[config.mk]
export PLATFORM = sky130hd
export DESIGN_NAME = onehot_sel_decoder
export DESIGN_NICKNAME = d
export VERILOG_FILES = /design/src/rtl/sel_dec_pkg.sv /design/src/rtl/sel_dec_range.sv /design/src/rtl/sel_dec_onehot.sv /design/src/rtl/sel_dec_compl.sv /design/src/rtl/onehot_sel_decoder.sv
export SDC_FILE = /design/constraint.sdc
export NUM_CORES = 1
export LEC_CHECK = 0
export ABC_AREA = 1
export BUFFER_PORTS_ARGS = -buffer_cell sky130_fd_sc_hd__buf_2
export CORE_AREA = 2 2 39 41
export DETAILED_ROUTE_END_ITERATION = 16
export DIE_AREA = 0 0 41 43
export PLACE_DENSITY_LB_ADDON = 0.25
export SLEW_MARGIN = 20
export SYNTH_ARGS = -nofsm -noshare
export SYNTH_HDL_FRONTEND = slang
export SYNTH_SLANG_ARGS = --single-unit
[constraint.sdc]
create_clock -name vclk -period 0.8
set_input_delay 0.08 -clock vclk [all_inputs]
set_output_delay 0.08 -clock vclk [all_outputs]
set_load 0.1 [all_outputs]
[src/rtl/sel_dec_pkg.sv]
package sel_dec_pkg;

   // Address width needed to name every select line, never less than one bit.
   function automatic int unsigned addr_width(input int unsigned lines);
      int unsigned w;
      w = 1;
      while ((1 << w) < lines) w++;
      return w;
   endfunction

endpackage

[src/rtl/sel_dec_range.sv]
// Clamps an address code to a valid line index: codes past the last line
// collapse onto the last line.
module sel_dec_range #(
   parameter int unsigned LINES = 6,
   parameter int unsigned AW    = sel_dec_pkg::addr_width(LINES)
) (
   input  logic [AW-1:0] addr,
   output logic [AW-1:0] idx
);
   localparam int unsigned SPAN = 1 << AW;

   generate
      if (LINES == SPAN) begin : g_full
         // Every code names a line; nothing to clamp.
         assign idx = addr;
      end else begin : g_clamp
         localparam logic [AW:0]   LIMIT = (AW+1)'(LINES);
         localparam logic [AW-1:0] TOP   = AW'(LINES - 1);
         logic over;
         assign over = {1'b0, addr} >= LIMIT;
         assign idx  = over ? TOP : addr;
      end
   endgenerate
endmodule

[src/rtl/sel_dec_onehot.sv]
// One equality comparator per select line.
module sel_dec_onehot #(
   parameter int unsigned LINES = 6,
   parameter int unsigned AW    = sel_dec_pkg::addr_width(LINES)
) (
   input  logic [AW-1:0]    idx,
   output logic [LINES-1:0] line
);
   generate
      for (genvar k = 0; k < LINES; k++) begin : g_cmp
         assign line[k] = (idx == AW'(k));
      end
   endgenerate
endmodule

[src/rtl/sel_dec_compl.sv]
// Inverter bank producing the complementary select polarity.
module sel_dec_compl #(
   parameter int unsigned LINES = 6
) (
   input  logic [LINES-1:0] line,
   output logic [LINES-1:0] line_n
);
   generate
      for (genvar k = 0; k < LINES; k++) begin : g_inv
         assign line_n[k] = ~line[k];
      end
   endgenerate
endmodule

[src/rtl/onehot_sel_decoder.sv]
module onehot_sel_decoder #(
   parameter  int unsigned LINES = 6,
   localparam int unsigned AW    = sel_dec_pkg::addr_width(LINES)
) (
   input  logic [AW-1:0]    sel_addr,
   output logic [LINES-1:0] sel_line,
   output logic [LINES-1:0] sel_line_n
);
   // a zero-line decoder is meaningless.
   generate
      if (LINES < 1) begin : g_bad_lines
         $error("onehot_sel_decoder: LINES must be at least 1");
      end
      // the address must name every line and be no wider than needed.
      if ((1 << AW) < LINES || (AW > 1 && (1 << (AW - 1)) >= LINES)) begin : g_bad_aw
         $error("onehot_sel_decoder: address width inconsistent with LINES");
      end
   endgenerate

   generate
      if (LINES == 1) begin : g_single
         // degenerate case, the address bit is the select line.
         assign sel_line   = sel_addr;
         assign sel_line_n = ~sel_addr;

         always_comb begin
            assert_single_pass_R6: assert (sel_line == sel_addr);
            assert_single_compl_R4: assert (sel_line_n != sel_line);
         end
      end else begin : g_multi
         logic [AW-1:0] idx;

         sel_dec_range #(.LINES(LINES), .AW(AW)) range_i (
            .addr (sel_addr),
            .idx  (idx)
         );

         sel_dec_onehot #(.LINES(LINES), .AW(AW)) onehot_i (
            .idx  (idx),
            .line (sel_line)
         );

         sel_dec_compl #(.LINES(LINES)) compl_i (
            .line   (sel_line),
            .line_n (sel_line_n)
         );

         always_comb begin
            assert_exactly_one_R5: assert ($onehot(sel_line));
            assert_compl_bus_R4: assert ((sel_line ^ sel_line_n) == {LINES{1'b1}});
            if ({1'b0, sel_addr} >= (AW+1)'(LINES)) begin
               assert_fallback_top_R3: assert (sel_line[LINES-1]);
            end else begin
               assert_selected_bit_R2: assert (sel_line[sel_addr]);
            end
         end
      end
   endgenerate
endmodule

Yosys cells after proc, flatten, opt, wreduce, memory -nomap -nowiden
Cells that the tools add are included.
Widths: inputs -> output; s select.
{"block": "word_totals", "register_bits": 0, "inputBits": 3, "output_inout_bits": 12}
{"block": "classes", "order_cmp": 1, "eq_ne": 5, "mux": 1, "bitwise_logic": 6, "n_reduce_logical": 1}
{"op": "$eq 3x2->1 const B", "n": 2}
{"op": "$eq 3x3->1 const B", "n": 2}
{"op": "$not 1->1", "n": 6}
{"op": "$eq 3x1->1 const B", "n": 1}
{"op": "$ge 3x3->1 const B", "n": 1}
{"op": "$logic_not 3->1", "n": 1}
{"op": "$mux 3", "n": 1}

Logic depth before layout (Yosys ltp)
{"block": "depth", "ltp_word": 4, "depth_mapped": 3, "mapped_depth_nobuf": 3}

Cells and area by module
Synthesis repeated with hierarchy kept, for this count alone.
{"block": "unflattened", "hier_cells": 24, "hier_area_um2": 92.6}
{"module": "sel_dec_onehot", "n_inst": 1, "cells_per_inst": 12, "area_per_inst_um2": 47.5, "seq_area_each_um2": 0.0}
{"module": "sel_dec_compl", "n_inst": 1, "cells_per_inst": 6, "area_per_inst_um2": 22.5, "seq_area_each_um2": 0.0}
{"module": "sel_dec_range", "n_inst": 1, "cells_per_inst": 6, "area_per_inst_um2": 22.5, "seq_area_each_um2": 0.0}

Worst setup path before layout
No wires, ideal clock.
{"block": "synth_path", "kind": "input port to output port", "startpoint": "input port sel_addr[2]", "endpoint": "output port sel_line[3]", "t_arrival_ps": 1927, "required_time_ps": 720, "setup_slack_ps": -1207, "path_stages": 3, "n_path_buf": 0, "path_cell_list": "inv_2 -> nand3_1 -> inv_1"}
{"block": "synth_between", "elab_chain_cells": 3}
{"item": "start: declaration", "line_no": "onehot_sel_decoder.sv:5", "source": "input logic [AW-1:0] sel_addr,"}
{"item": "$ge 3x3->1"}
{"item": "$mux 3 (*)", "line_no": "sel_dec_range.sv:21", "source": "assign idx = over ? TOP : addr;"}
{"item": "$eq 3x2->1 (*)", "line_no": "sel_dec_onehot.sv:11", "source": "assign line[k] = (idx == AW'(k));"}
{"item": "end: declaration", "line_no": "onehot_sel_decoder.sv:6", "source": "output logic [LINES-1:0] sel_line,"}
Every way passes the cells marked *; elsewhere a longest branch is shown, timed or not.

Worst setup path in the final report
{"block": "layout_path", "startpoint": "input port sel_addr[0]", "endpoint": "output port sel_line_n[0]"}
{"block": "layout_between", "elab_chain_cells": 4}
{"item": "$ge 3x3->1"}
{"item": "$mux 3 (*)", "line_no": "sel_dec_range.sv:21"}
{"item": "$logic_not 3->1 (*)", "line_no": "sel_dec_onehot.sv:11"}
{"item": "$not 1->1 (*)", "line_no": "sel_dec_compl.sv:10", "source": "assign line_n[k] = ~line[k];"}
{"item": "end: declaration", "line_no": "onehot_sel_decoder.sv:7", "source": "output logic [LINES-1:0] sel_line_n"}
Marked as above.

==> metrics.txt <==
Fmax=1290 MHz; IR drop worst, VDD=0.000341 V; pwr dens=895 nW/um^2; share of cells above drive strength 1=92.1%; Slew headroom=90.7%; Seq cells=0; initial antenna violation count=0; nets@finish=43; setup bufs post-CTS=0; Met1 Routed Length=163 um; Mapped Area=77.6 um^2; RSZ-0062 raised after global routing=true; Maximum Capacitance Violations=0; Hold/Removal Path Class=in -> out; Worst Hold Depth=3; Hold Fails Final Rpt=0; final core utilization=35.2%; Tcrit/Tclk final=96.8%; Fill cells=142; Via density=3.46; DR WL/cell=8.02 um; WL final=433 um; DRT iter0 DRCs=0; die width=41 um; Yosys Warn Count=0; clock buf count=0; Leak=0.208 nW; GRT overflow=0; # setup viols final=0; sequential cell area=0 um^2; # rows=14; Post-DP HPWL=394 um; minimum clock period=774 ps; routability cong.=0.587; setup tns final=0 ps; Worst setup EP type=output pin; antenna cells=0; met3 WL post-DR=75 um; die height=43 um; Crit path arrival time=690 ps; status=finished, final reports clean; TritonRoute pass-1 iters=1; vias in the first global route=180; synthesized area per cell=4.08 um^2; Initial Utilization=5.61%; Tot Pwr=0.436 mW; top sig layer=met3; # DRC=0; CP Max Fanout=6; WP data required=720 ps; Post-Synthesis Cells=19; register area share after synthesis=0%; via count=187; crit start category=input pin; Least-Margin Pin Slew=139 ps; critical path class=in -> out; first-pass GRT wire length=793 um; largest net degree at the start of global routing=9; Area growth syn-to-layout=527%; routed wl met2=194 um; Detail Route Antenna Nets=0; Total GRT Usage=5.89%; Die ar.=1760 um^2; Core Box Area=1380 um^2; Min Hold Slack=494 ps; library cells used by synthesis=6; I/O Buffers=15; Ports=15; Slew Viols, Final=0; Post-Syn Nets=22
-- Yosys cell counts --
cell type,instances,area [um^2]
inv_1,3,11.3
inv_2,1,3.75
nand2_1,5,18.8
nand2_2,1,6.26
nand3_1,3,15.0
nor2_1,6,22.5
-- routing by layer --
layer | GRT usage [%] | vias up
met4 | 0 | 0
met2 | 7.81 | 14
met1 | 9.49 | 78
li1 | - | 95
met3 | 2.09 | 0
met5 | 0 | -
-- critical path: stages --
cell and delay (ps):
buf_4 140, nor2_2 120, buf_6 130, nand2_2 60, buf_12 160
-- layout make-up --
type	instances	area, um^2	share of cell area, %
inverter	4	31.3	6.43
multi-input combinational	15	135	27.8
tap	16	20.0	4.11
timing repair buffer	19	300	61.7
-- report_power, final --
group,internal [mW],total [mW],switching [mW]
Combinational,0.150,0.436,0.286
Clock,0,0,0
Sequential,0,0,0
-- cell usage in the layout, fill, tap and decap left out --
cell	n
nand2_1	1
nor2_2	1
nand3_1	2
nor2_4	5
nand2_2	3
buf_6	2
inv_2	2
clkinvlp_4	1
nand2_4	2
clkinv_8	1
nand3_4	1
buf_12	12
buf_4	5
-- path summary, 6_finish.rpt --
check,from,end
worst max-delay path,sel_addr[0],sel_line_n[0]
worst min-delay path,sel_addr[2],sel_line[0]
-- cell families (layout without fill, tap and decap cells) --
logic type | Yosys count | after routing | share of synthesized area [%]
buf+inv | 4 | 23 | 19.3
simple gates | 15 | 15 | 80.6
-- what timing repair did --
item	4_1_cts	5_1_grt
endpoints found under the setup margin	5	5
gates resized for setup	3	11
hold buffers	0	0
pin swaps	0	2
-- through the flow --
step	instances	cell area [um^2]	setup slack, ps
after detailed placement	54	444	-18.2
after global placement	54	444	-17.6
after global routing	54	487	-5.37
after floorplan	19	139	-280
after CTS	54	452	-4.53
final	54	487	25.8
Note: power is estimated with default switching activity, not from simulation.
